<file path="config.mk">
export PLATFORM = sky130hd
export DESIGN_NAME = smb_byte_target
export DESIGN_NICKNAME = d
export VERILOG_FILES = /design/src/rtl/smb_mem_pkg.sv /design/src/rtl/smb_line_sync.sv /design/src/rtl/smb_byte_mem.sv /design/src/rtl/smb_proto_fsm.sv /design/src/rtl/smb_byte_target.sv
export SDC_FILE = /design/constraint.sdc
export NUM_CORES = 1
export LEC_CHECK = 0
export BUFFER_PORTS_ARGS = -buffer_cell sky130_fd_sc_hd__buf_4
export CAP_MARGIN = 25
export CORE_MARGIN = 1
export CORE_UTILIZATION = 55
export CTS_CLUSTER_SIZE = 8
export DETAILED_ROUTE_END_ITERATION = 8
export MAX_ROUTING_LAYER = met4
export PLACE_DENSITY_LB_ADDON = 0.05
export SLEW_MARGIN = 10
export SYNTH_ARGS = -nofsm -noshare
export SYNTH_HDL_FRONTEND = slang
export SYNTH_SLANG_ARGS = --single-unit
</file>
<file path="constraint.sdc">
create_clock -name clk -period 4.16 [get_ports clk]
set_input_delay 0.624 -clock clk [delete_from_list [all_inputs] [get_ports clk]]
set_output_delay 0.624 -clock clk [all_outputs]
set_load 0.03 [all_outputs]
</file>
<file path="src/rtl/smb_mem_pkg.sv">
package smb_mem_pkg;

  localparam int BYTE_W = 8;
  localparam int CNT_W  = 4;

  typedef enum logic [3:0] {
    ST_IDLE,
    ST_ADDR,
    ST_ADDR_ACK,
    ST_CMD,
    ST_CMD_ACK,
    ST_WDATA,
    ST_WDATA_ACK,
    ST_RDATA,
    ST_RDATA_ACK
  } bus_state_t;

endpackage

</file>
<file path="src/rtl/smb_line_sync.sv">
module smb_line_sync #(
  parameter int STAGES = 2
) (
  input  logic clk,
  input  logic rst,
  input  logic scl_i,
  input  logic sda_i,
  output logic sda_s,
  output logic scl_rise,
  output logic scl_fall,
  output logic start_det,
  output logic stop_det
);

  logic scl_now, sda_now;
  logic scl_d, sda_d;

  generate
    if (STAGES == 1) begin : g_single
      always_ff @(posedge clk) begin
        if (rst) begin
          scl_now <= 1'b1;
          sda_now <= 1'b1;
        end else begin
          scl_now <= scl_i;
          sda_now <= sda_i;
        end
      end
    end else begin : g_chain
      logic [STAGES-1:0] scl_pipe, sda_pipe;
      always_ff @(posedge clk) begin
        if (rst) begin
          scl_pipe <= '1;
          sda_pipe <= '1;
        end else begin
          scl_pipe <= {scl_pipe[STAGES-2:0], scl_i};
          sda_pipe <= {sda_pipe[STAGES-2:0], sda_i};
        end
      end
      assign scl_now = scl_pipe[STAGES-1];
      assign sda_now = sda_pipe[STAGES-1];
    end
  endgenerate

  // one more register gives the previous level for edge detection
  always_ff @(posedge clk) begin
    if (rst) begin
      scl_d <= 1'b1;
      sda_d <= 1'b1;
    end else begin
      scl_d <= scl_now;
      sda_d <= sda_now;
    end
  end

  assign sda_s     = sda_now;
  assign scl_rise  =  scl_now & ~scl_d;
  assign scl_fall  = ~scl_now &  scl_d;
  // SDA moving while SCL stays high marks a bus condition
  assign start_det =  scl_now & scl_d &  sda_d & ~sda_now;
  assign stop_det  =  scl_now & scl_d & ~sda_d &  sda_now;

endmodule

</file>
<file path="src/rtl/smb_byte_mem.sv">
module smb_byte_mem #(
  parameter int AW = 8,
  parameter int DW = 8
) (
  input  logic          clk,
  input  logic [AW-1:0] rd_addr,
  output logic [DW-1:0] rd_data,
  input  logic          wr_en,
  input  logic [AW-1:0] wr_addr,
  input  logic [DW-1:0] wr_data
);

  localparam int HALF = 2 ** (AW - 1);

  // constant contents of the protected half: inverted index
  function automatic logic [DW-1:0] info_byte(input logic [AW-1:0] idx);
    return ~DW'(idx);
  endfunction

  logic [DW-1:0] ram [HALF];
  logic [DW-1:0] ram_q, rom_q;
  logic          hi_q;

  // only the writable half is a real memory; upper-half writes only
  always_ff @(posedge clk) begin
    if (wr_en && wr_addr[AW-1])
      ram[wr_addr[AW-2:0]] <= wr_data;
    ram_q <= ram[rd_addr[AW-2:0]];
  end

  always_ff @(posedge clk) begin
    rom_q <= info_byte(rd_addr);
    hi_q  <= rd_addr[AW-1];
  end

  assign rd_data = hi_q ? ram_q : rom_q;

endmodule

</file>
<file path="src/rtl/smb_proto_fsm.sv">
module smb_proto_fsm
  import smb_mem_pkg::*;
#(
  parameter logic [3:0] DEV_ID = 4'b1010
) (
  input  logic              clk,
  input  logic              rst,
  input  logic              sda_s,
  input  logic              scl_rise,
  input  logic              scl_fall,
  input  logic              start_det,
  input  logic              stop_det,
  input  logic [1:0]        strap,
  input  logic [BYTE_W-1:0] mem_q,
  output logic [BYTE_W-1:0] mem_addr,
  output logic              mem_we,
  output logic [BYTE_W-1:0] mem_wdata,
  output logic              sda_oe,
  output bus_state_t        state_o
);

  localparam logic [CNT_W-1:0] LAST_BIT = CNT_W'(BYTE_W - 1);
  localparam logic [CNT_W-1:0] ALL_BITS = CNT_W'(BYTE_W);

  bus_state_t        state;
  logic [CNT_W-1:0]  cnt;
  logic [BYTE_W-2:0] sh;
  logic              is_read;
  logic              ack_on;
  logic [BYTE_W-1:0] rx_byte;
  logic [6:0]        my_addr;
  logic              byte_done;

  assign rx_byte   = {sh, sda_s};
  assign my_addr   = {DEV_ID, 1'b0, strap};
  assign byte_done = scl_rise && (cnt == LAST_BIT);
  assign state_o   = state;

  always_ff @(posedge clk) begin
    if (rst) begin
      state     <= ST_IDLE;
      cnt       <= '0;
      sh        <= '0;
      is_read   <= 1'b0;
      ack_on    <= 1'b0;
      sda_oe    <= 1'b0;
      mem_we    <= 1'b0;
      mem_addr  <= '0;
      mem_wdata <= '0;
    end else begin
      mem_we <= 1'b0;
      if (start_det) begin
        state  <= ST_ADDR;
        cnt    <= '0;
        ack_on <= 1'b0;
        sda_oe <= 1'b0;
      end else if (stop_det) begin
        state  <= ST_IDLE;
        ack_on <= 1'b0;
        sda_oe <= 1'b0;
      end else begin
        unique case (state)
          ST_IDLE: ;

          ST_ADDR: begin
            if (scl_rise) begin
              sh  <= rx_byte[BYTE_W-2:0];
              cnt <= cnt + 1'b1;
            end
            if (byte_done) begin
              cnt <= '0;
              if (rx_byte[7:1] == my_addr) begin
                is_read <= rx_byte[0];
                state   <= ST_ADDR_ACK;
              end else begin
                state <= ST_IDLE;
              end
            end
          end

          ST_CMD: begin
            if (scl_rise) begin
              sh  <= rx_byte[BYTE_W-2:0];
              cnt <= cnt + 1'b1;
            end
            if (byte_done) begin
              cnt      <= '0;
              mem_addr <= rx_byte;
              state    <= ST_CMD_ACK;
            end
          end

          ST_WDATA: begin
            if (scl_rise) begin
              sh  <= rx_byte[BYTE_W-2:0];
              cnt <= cnt + 1'b1;
            end
            if (byte_done) begin
              cnt       <= '0;
              mem_we    <= 1'b1;
              mem_wdata <= rx_byte;
              state     <= ST_WDATA_ACK;
            end
          end

          ST_ADDR_ACK, ST_CMD_ACK, ST_WDATA_ACK: begin
            if (scl_fall) begin
              if (!ack_on) begin
                ack_on <= 1'b1;
                sda_oe <= 1'b1;
              end else begin
                ack_on <= 1'b0;
                sda_oe <= 1'b0;
                cnt    <= '0;
                if (state == ST_ADDR_ACK) begin
                  if (is_read) begin
                    state  <= ST_RDATA;
                    sh     <= mem_q[BYTE_W-2:0];
                    sda_oe <= ~mem_q[BYTE_W-1];
                  end else begin
                    state <= ST_CMD;
                  end
                end else if (state == ST_CMD_ACK) begin
                  state <= ST_WDATA;
                end else begin
                  state <= ST_IDLE;
                end
              end
            end
          end

          ST_RDATA: begin
            if (scl_rise)
              cnt <= cnt + 1'b1;
            if (scl_fall) begin
              if (cnt == ALL_BITS) begin
                sda_oe <= 1'b0;
                state  <= ST_RDATA_ACK;
              end else begin
                sh     <= {sh[BYTE_W-3:0], 1'b0};
                sda_oe <= ~sh[BYTE_W-2];
              end
            end
          end

          ST_RDATA_ACK: begin
            if (scl_rise)
              state <= ST_IDLE;
          end

          default: state <= ST_IDLE;
        endcase
      end
    end
  end

endmodule

</file>
<file path="src/rtl/smb_byte_target.sv">
module smb_byte_target
  import smb_mem_pkg::*;
#(
  parameter logic [3:0] DEV_ID      = 4'b1010,
  parameter int         SYNC_STAGES = 2
) (
  input  logic       clk,
  input  logic       rst,
  input  logic       scl_i,
  input  logic       sda_i,
  input  logic [1:0] addr_strap,
  output logic       sda_oe
);

  logic              sda_s, scl_rise, scl_fall, start_det, stop_det;
  logic [BYTE_W-1:0] mem_q, mem_addr, mem_wdata;
  logic              mem_we;
  bus_state_t        bus_state;

  smb_line_sync #(
    .STAGES(SYNC_STAGES)
  ) u_sync (
    .clk      (clk),
    .rst      (rst),
    .scl_i    (scl_i),
    .sda_i    (sda_i),
    .sda_s    (sda_s),
    .scl_rise (scl_rise),
    .scl_fall (scl_fall),
    .start_det(start_det),
    .stop_det (stop_det)
  );

  smb_proto_fsm #(
    .DEV_ID(DEV_ID)
  ) u_fsm (
    .clk      (clk),
    .rst      (rst),
    .sda_s    (sda_s),
    .scl_rise (scl_rise),
    .scl_fall (scl_fall),
    .start_det(start_det),
    .stop_det (stop_det),
    .strap    (addr_strap),
    .mem_q    (mem_q),
    .mem_addr (mem_addr),
    .mem_we   (mem_we),
    .mem_wdata(mem_wdata),
    .sda_oe   (sda_oe),
    .state_o  (bus_state)
  );

  smb_byte_mem #(
    .AW(BYTE_W),
    .DW(BYTE_W)
  ) u_mem (
    .clk    (clk),
    .rd_addr(mem_addr),
    .rd_data(mem_q),
    .wr_en  (mem_we),
    .wr_addr(mem_addr),
    .wr_data(mem_wdata)
  );

endmodule

</file>
; After elaboration in Yosys (flattened, before gate mapping)
; Memories as Yosys holds them, arrays and structs flattened. A register that Yosys moved wholly into a read port is not among the register bits.
; Index checks and enable logic that the tools add are counted.
; Widths: inputs -> output; s select.
[totals]
ram_bits = 1024
mem_count = 1
register_bits = 50
in_bits = 6
[op_classes]
add_sub_neg = 1
bitwise_logic = 18
mux = 40
reduce_logical = 19
eq_ne = 32
[memory_table]
columns = name, depth, width, read_ports, rd_ports_with_merged_regs, write_ports, line_no
row1 = u_mem.ram, 128, 8, 1, 1, 1, smb_byte_mem.sv:20  ; logic [DW-1:0] ram [HALF];
[ops]
columns = cell, n
row1 = $mux 4, 13
row2 = $mux 7, 7
row3 = $pmux 4 s7, 1
row4 = $ne 4x3->1 const B, 6
row5 = $pmux 7 s3, 1
row6 = $eq 4x3->1 const B, 5
row7 = $ne 2x1->1 const B, 9
row8 = $reduce_and 9->1, 2
row9 = $mux 1, 12
row10 = $pmux 4 s3, 1
row11 = $reduce_and 4->1, 3
row12 = $not 1->1, 10
row13 = $reduce_and 10->1, 1
row14 = $reduce_or 3->1, 3
row15 = $eq 4x2->1 const B, 2
row16 = $eq 4x4->1 const B, 2
row17 = $mux 8, 1
row18 = $ne 4x4->1 const B, 2
row19 = $not 8->8, 1
row20 = $and 1x1->1, 7
row21 = $eq 7x7->1, 1
row22 = $mux 3, 2
row23 = $ne 2x2->1 const B, 3
row24 = $reduce_and 5->1, 1
row25 = 13 further kinds, 14

; Longest topological paths before layout
[logic_depth]
depth_word = 8
ltp_mapped = 12
ltp_nobuf = 8

; By module
; Synthesis repeated with hierarchy kept, for this count alone.
[unflattened]
hier_cells = 1887
area_unflattened_um2 = 42016.5
[by_module_without_submodules]
columns = module, seq_area_each_um2, area_per_inst_um2, instances, cells_each
row1 = smb_byte_mem, 31089.8, 39960.8, 1, 1657
row2 = smb_proto_fsm, 700.7, 1865.5, 1, 214
row3 = smb_line_sync, 120.1, 190.2, 1, 16

; Worst setup path after synthesis
; Ideal clock, no wire load.
[synth_path]
path_kind = register to register
startpoint = register u_fsm.mem_addr[2]
endpoint = memory u_mem.ram[37][0] (enable)
path_buffers = 7
arrival_ns = 2.230
setup_time_ns = 0.370
stages_incl_launch_ff = 10
period_less_slack_ns = 2.600
path_slack_ns = 1.560
path_cell_list = dfxtp_1 -> buf_2 -> buf_2 -> buf_2 -> buf_2 -> buf_4 -> buf_2 -> nand3_1 -> clkbuf_1 -> nor2_1
[synth_lines]
columns = item, line_no
row1 = from (decl), smb_proto_fsm.sv:15  ; output logic [BYTE_W-1:0] mem_addr,
row2 = from (signal assigned), smb_proto_fsm.sv:88  ; mem_addr <= rx_byte;
row3 = to (decl), smb_byte_mem.sv:20
; Straight into the memory's write port.

==> results.sh <==
export IMPL_grt_total_usage_pct=35.5
export IMPL_power_sequential_fraction_pct=51.2
export IMPL_combinationalPowerShare_pct=0.1
export IMPL_synth_top_cell_area_share_pct=72.2
export IMPL_flow_area_growth_from_synthesis_pct=15.7
export IMPL_layout_min_cycle_time_ns=3.71
export IMPL_critical_path_endpoint="u_mem.ram_q[7]"
export IMPL_final_core_util_pct=64.5
export IMPL_grt_first_pass_wirelength_um=191000
export IMPL_drt_met1_wl_um=53300
export IMPL_synth_area_leaders="sky130_fd_sc_hd__edfxtp_1 72%, sky130_fd_sc_hd__a221oi_1 3.4%, sky130_fd_sc_hd__mux2i_1 3.0%, sky130_fd_sc_hd__dfxtp_1 2.7%, sky130_fd_sc_hd__nor2_1 2.3%"
export IMPL_tritoncts="yes"
export IMPL_timing_reg2reg_worst_path_depth=8
export IMPL_rr_startpoint="u_fsm.mem_addr[0]"
export IMPL_clkLatencyLatePin_ns=0.74
export IMPL_synth_top_cell_by_area="sky130_fd_sc_hd__edfxtp_1"
export IMPL_avgRoutedWirePerCell_um=33.7
export IMPL_drt_initial_drc_count=4158
export IMPL_path_common_cell="sky130_fd_sc_hd__o21ai_0"
export IMPL_post_dp_cell_area_um2=45000
export IMPL_synthesis_area_um2=42600
export IMPL_worstPathBufferInverterCount=1
export IMPL_final_antenna_net_count=0
export IMPL_clk_pin_slew_worst_setup_hold_paths_ns=0.05
export IMPL_max_slew_margin_pct=24.7
export IMPL_leakagePower_nw=15.8
export IMPL_stdcell_area_um2=49200
export IMPL_finalHoldViolations=0
export IMPL_cts_root_to_sink_buffers=3
export IMPL_postSynthRegisterBits=1082
export IMPL_ys_warnings_count=0
export IMPL_count_of_flip_flops_with_a_built_in_enable_after_synthesis=1024
export IMPL_max_clock_freq_ghz=0.270
export IMPL_synth_distinct_cells=77
export IMPL_postRouteWirelength_um=134000
export IMPL_die_x_um=280
export IMPL_critPathMaxStageDelay_ns=0.96
export IMPL_postSynthNetCount=2704
export IMPL_die_h_um=280
export IMPL_dr_max_layer_used="met4"
export IMPL_dp_final_hpwl_um=81400
export IMPL_timing_rr_end="u_mem.ram_q[7]"
export IMPL_path_cells="and2_4 > buf_4 > a221oi_1 > nor2_1 > o21ai_0 > o21ai_0 > a2111oi_0 > nand4_1"
export IMPL_drt_pass1_iter_count=7
export IMPL_power_share_switching_pct=19.5
export IMPL_vias=27300
export IMPL_finalNetCount=2901
export IMPL_ys_async_sr_fraction_pct=0
export IMPL_critical_path_slowest_cell="sky130_fd_sc_hd__a2111oi_0"
export IMPL_path_class="flip-flop to flip-flop"
export IMPL_slew_violations=0
export IMPL_clock_root_buffer="sky130_fd_sc_hd__clkbuf_16"
export IMPL_route_detailed_drc=0
export IMPL_total_switching_power_w=0.00448
export IMPL_tns_ns=0
export IMPL_min_period_over_period_pct=89.2
export IMPL_seq_area_frac_synth_pct=75.0
export IMPL_cts_sinks=1082
export IMPL_avgViaCountPerCell=6.87
export IMPL_worst_hold_startpoint="sda_i"
export IMPL_cp_num_cells=8
export IMPL_first_global_vias=26500
export IMPL_cell_pwr_density_nw_per_um2=467
export IMPL_placed_cells_incl_taps=3767
export IMPL_cts_resized=0
export IMPL_fillers=5520
export IMPL_worst_slew_pin_transition_ns=1.13
export IMPL_met2_wirelength_um=60000
export IMPL_fin_worst_skew_ns=0.0244
export IMPL_end_kind="flip-flop"
export IMPL_boundaryPins=7
export IMPL_startpoint_type="flip-flop"
export IMPL_initial_core_util_pct=55.8
export IMPL_ctsHoldBuffers=0
export IMPL_peakVddDrop_uv=341
export IMPL_post_cts_repair_setup_buffers=0
export IMPL_antenna_found_initial=3
export IMPL_cap_violations=0
export IMPL_reg2reg_setup_slack_ns=0.45
export IMPL_cts_made_buffers=153
export IMPL_worstPathRequired_ns=4.74
export IMPL_grt_setup_unrepaired="no"
export IMPL_min_path_type="input port to flip-flop"
export IMPL_status="completed"
export IMPL_synthesis_instances=2696
export IMPL_cts_htree_levels=4
export IMPL_finalSetupViolations=0
export IMPL_fp_coreArea_um2=76300
export IMPL_yosys_most_used_dff="sky130_fd_sc_hd__edfxtp_1"
export IMPL_grt_start_max_net_pins=88
export IMPL_avgSynthCellArea_um2=15.8
export IMPL_die_area_um2=78500
export IMPL_critPathMaxFanout=50
export IMPL_p_int_w=0.0185
export IMPL_global_route_overflow_total=0
export IMPL_gp_congestion=0.925
export IMPL_p_clk_share_pct=48.7
export IMPL_fin_cells=3974
export IMPL_io_buffer_count=6
export IMPL_placement_rows=101
export IMPL_drive_above_1_share_pct=18.1
export IMPL_critPathArrivalTime_ns=4.29
export IMPL_cp_startpoint="u_fsm.mem_addr[0]"
export IMPL_crit_family="compound AO/OA/AOI/OAI gates"
export IMPL_wl_met3_um=15900
[layout make-up]
type / count / area [um^2] / area share, %
sequential: 1082 / 32000 / 64.9
inverter: 16 / 62.6 / 0.127
antenna: 1 / 2.50 / 0.00508
timing repair buffer: 245 / 1980 / 4.02
clock buffer: 192 / 4040 / 8.20
tap: 1030 / 1290 / 2.62
clock inverter: 13 / 199 / 0.404
multi-input combinational: 1395 / 9720 / 19.7
[per-stage QoR]
step	worst slack [ns]	power, W	hold WS, ns
floorplan	1.56	0.0120	0.359
global placement	0.374	0.0120	0.391
detailed placement	0.542	0.0120	0.393
CTS	0.532	0.0230	0.0492
global route	0.358	0.0235	0.0668
finish	0.450	0.0230	0.0819
[cells in the mapped netlist, drive strengths merged (7+ instances only)]
cell / number
and2: 8
mux2i: 126
dfxtp: 58
a222oi: 31
a221oi: 163
o21bai: 7
nor2b: 16
a32oi: 8
a221o: 15
edfxtp: 1024
o21ai: 84
nand3: 27
a211oi: 16
nand2: 130
clkbuf: 75
inv: 16
nor2: 266
mux4: 32
o221ai: 17
buf: 128
o22ai: 25
nor3: 39
o211ai: 9
nand4: 8
o2bb2ai: 11
a22o: 15
a22oi: 45
a21oi: 120
nand2b: 11
or2: 11
o31ai: 7
a31oi: 19
mux2: 39
[sequential cells by signal (all words and copies together), names as in the netlist, 2 cells and up]
signal / flops
u_fsm.cnt: 4
u_fsm.mem_wdata: 8
u_fsm.state_o: 4
u_fsm.sh: 7
u_fsm.mem_addr: 8
u_mem.rom_q: 8
u_sync.g_chain.scl_pipe: 2
u_mem.ram: 1024
u_mem.ram_q: 8
u_sync.g_chain.sda_pipe: 2
[layer usage]
metal  track usage, %  vias to the layer above
li1                 -                    11200
met1             50.1                    13800
met2             50.8                     1958
met3             8.09                      299
met4             12.4                        0
met5                -                        -
[power groups by stage]
stage	clock (W)	sequential, W	combinational, W
after floorplan	0	0.0120	0.0000193
after global placement	0	0.0120	0.0000270
after detailed placement	0	0.0120	0.0000277
after CTS	0.0113	0.0118	0.0000278
after global routing	0.0117	0.0117	0.0000303
final	0.0112	0.0118	0.0000279
[kinds of logic after synthesis]
group | Yosys count | share of synthesized area, %
buffers and inverters | 219 | 2.41
DFF | 1082 | 75.0
and+or+nand+nor | 538 | 5.49
adders and majority gates | 2 | 0.0588
muxes | 197 | 5.70
xor gates and xnor gates | 6 | 0.123
AOI/OAI and AO/OA | 652 | 11.3
[cells in the final DEF (no fill, tap or decap), types with 7 or more instances in the layout]
cell type                   count
sky130_fd_sc_hd__o22ai_1       25
sky130_fd_sc_hd__or2_2         10
sky130_fd_sc_hd__o221ai_1      17
sky130_fd_sc_hd__o21bai_1       7
sky130_fd_sc_hd__nor2_1       263
sky130_fd_sc_hd__a31oi_1       19
sky130_fd_sc_hd__buf_12        10
sky130_fd_sc_hd__mux4_2        32
sky130_fd_sc_hd__a221oi_1     163
sky130_fd_sc_hd__a222oi_1      31
sky130_fd_sc_hd__a211oi_1      16
sky130_fd_sc_hd__a21oi_1      120
sky130_fd_sc_hd__nor2b_1        9
sky130_fd_sc_hd__nand4_1        8
sky130_fd_sc_hd__clkbuf_16    156
sky130_fd_sc_hd__o211ai_1       9
sky130_fd_sc_hd__o31ai_1        7
sky130_fd_sc_hd__edfxtp_1    1024
sky130_fd_sc_hd__clkbuf_1      36
sky130_fd_sc_hd__nand2b_1      10
sky130_fd_sc_hd__dfxtp_1       45
sky130_fd_sc_hd__nand3_1       27
sky130_fd_sc_hd__nand2_1      130
sky130_fd_sc_hd__nor3_1        36
sky130_fd_sc_hd__o2bb2ai_1     11
sky130_fd_sc_hd__a22oi_1       45
sky130_fd_sc_hd__mux2_2        38
sky130_fd_sc_hd__buf_4        233
sky130_fd_sc_hd__a32oi_1        8
sky130_fd_sc_hd__inv_1         13
sky130_fd_sc_hd__o21ai_0       84
sky130_fd_sc_hd__mux2i_1      126
sky130_fd_sc_hd__a22o_1        15
sky130_fd_sc_hd__dfxtp_4       11
sky130_fd_sc_hd__a221o_1       15
[worst min-delay path by stage]
stage	slack [ns]	depth (start not counted)	to
after detailed placement	0.39	1	u_sync.g_chain.scl_pipe[1]
after floorplan	0.36	0	u_mem.hi_q
final	0.08	2	u_sync.g_chain.sda_pipe[0]
after CTS	0.05	2	u_sync.g_chain.sda_pipe[0]
after global routing	0.07	2	u_sync.g_chain.sda_pipe[0]
after global placement	0.39	0	u_mem.hi_q
[worst register-to-register path, stage by stage (launching register included)]
cell	delay (ns)
sky130_fd_sc_hd__dfxtp_4	0.50
sky130_fd_sc_hd__and2_4	0.55
sky130_fd_sc_hd__buf_4	0.36
sky130_fd_sc_hd__a221oi_1	0.45
sky130_fd_sc_hd__nor2_1	0.12
sky130_fd_sc_hd__o21ai_0	0.17
sky130_fd_sc_hd__o21ai_0	0.26
sky130_fd_sc_hd__a2111oi_0	0.96
sky130_fd_sc_hd__nand4_1	0.20
(Power assumes the default switching activity.)
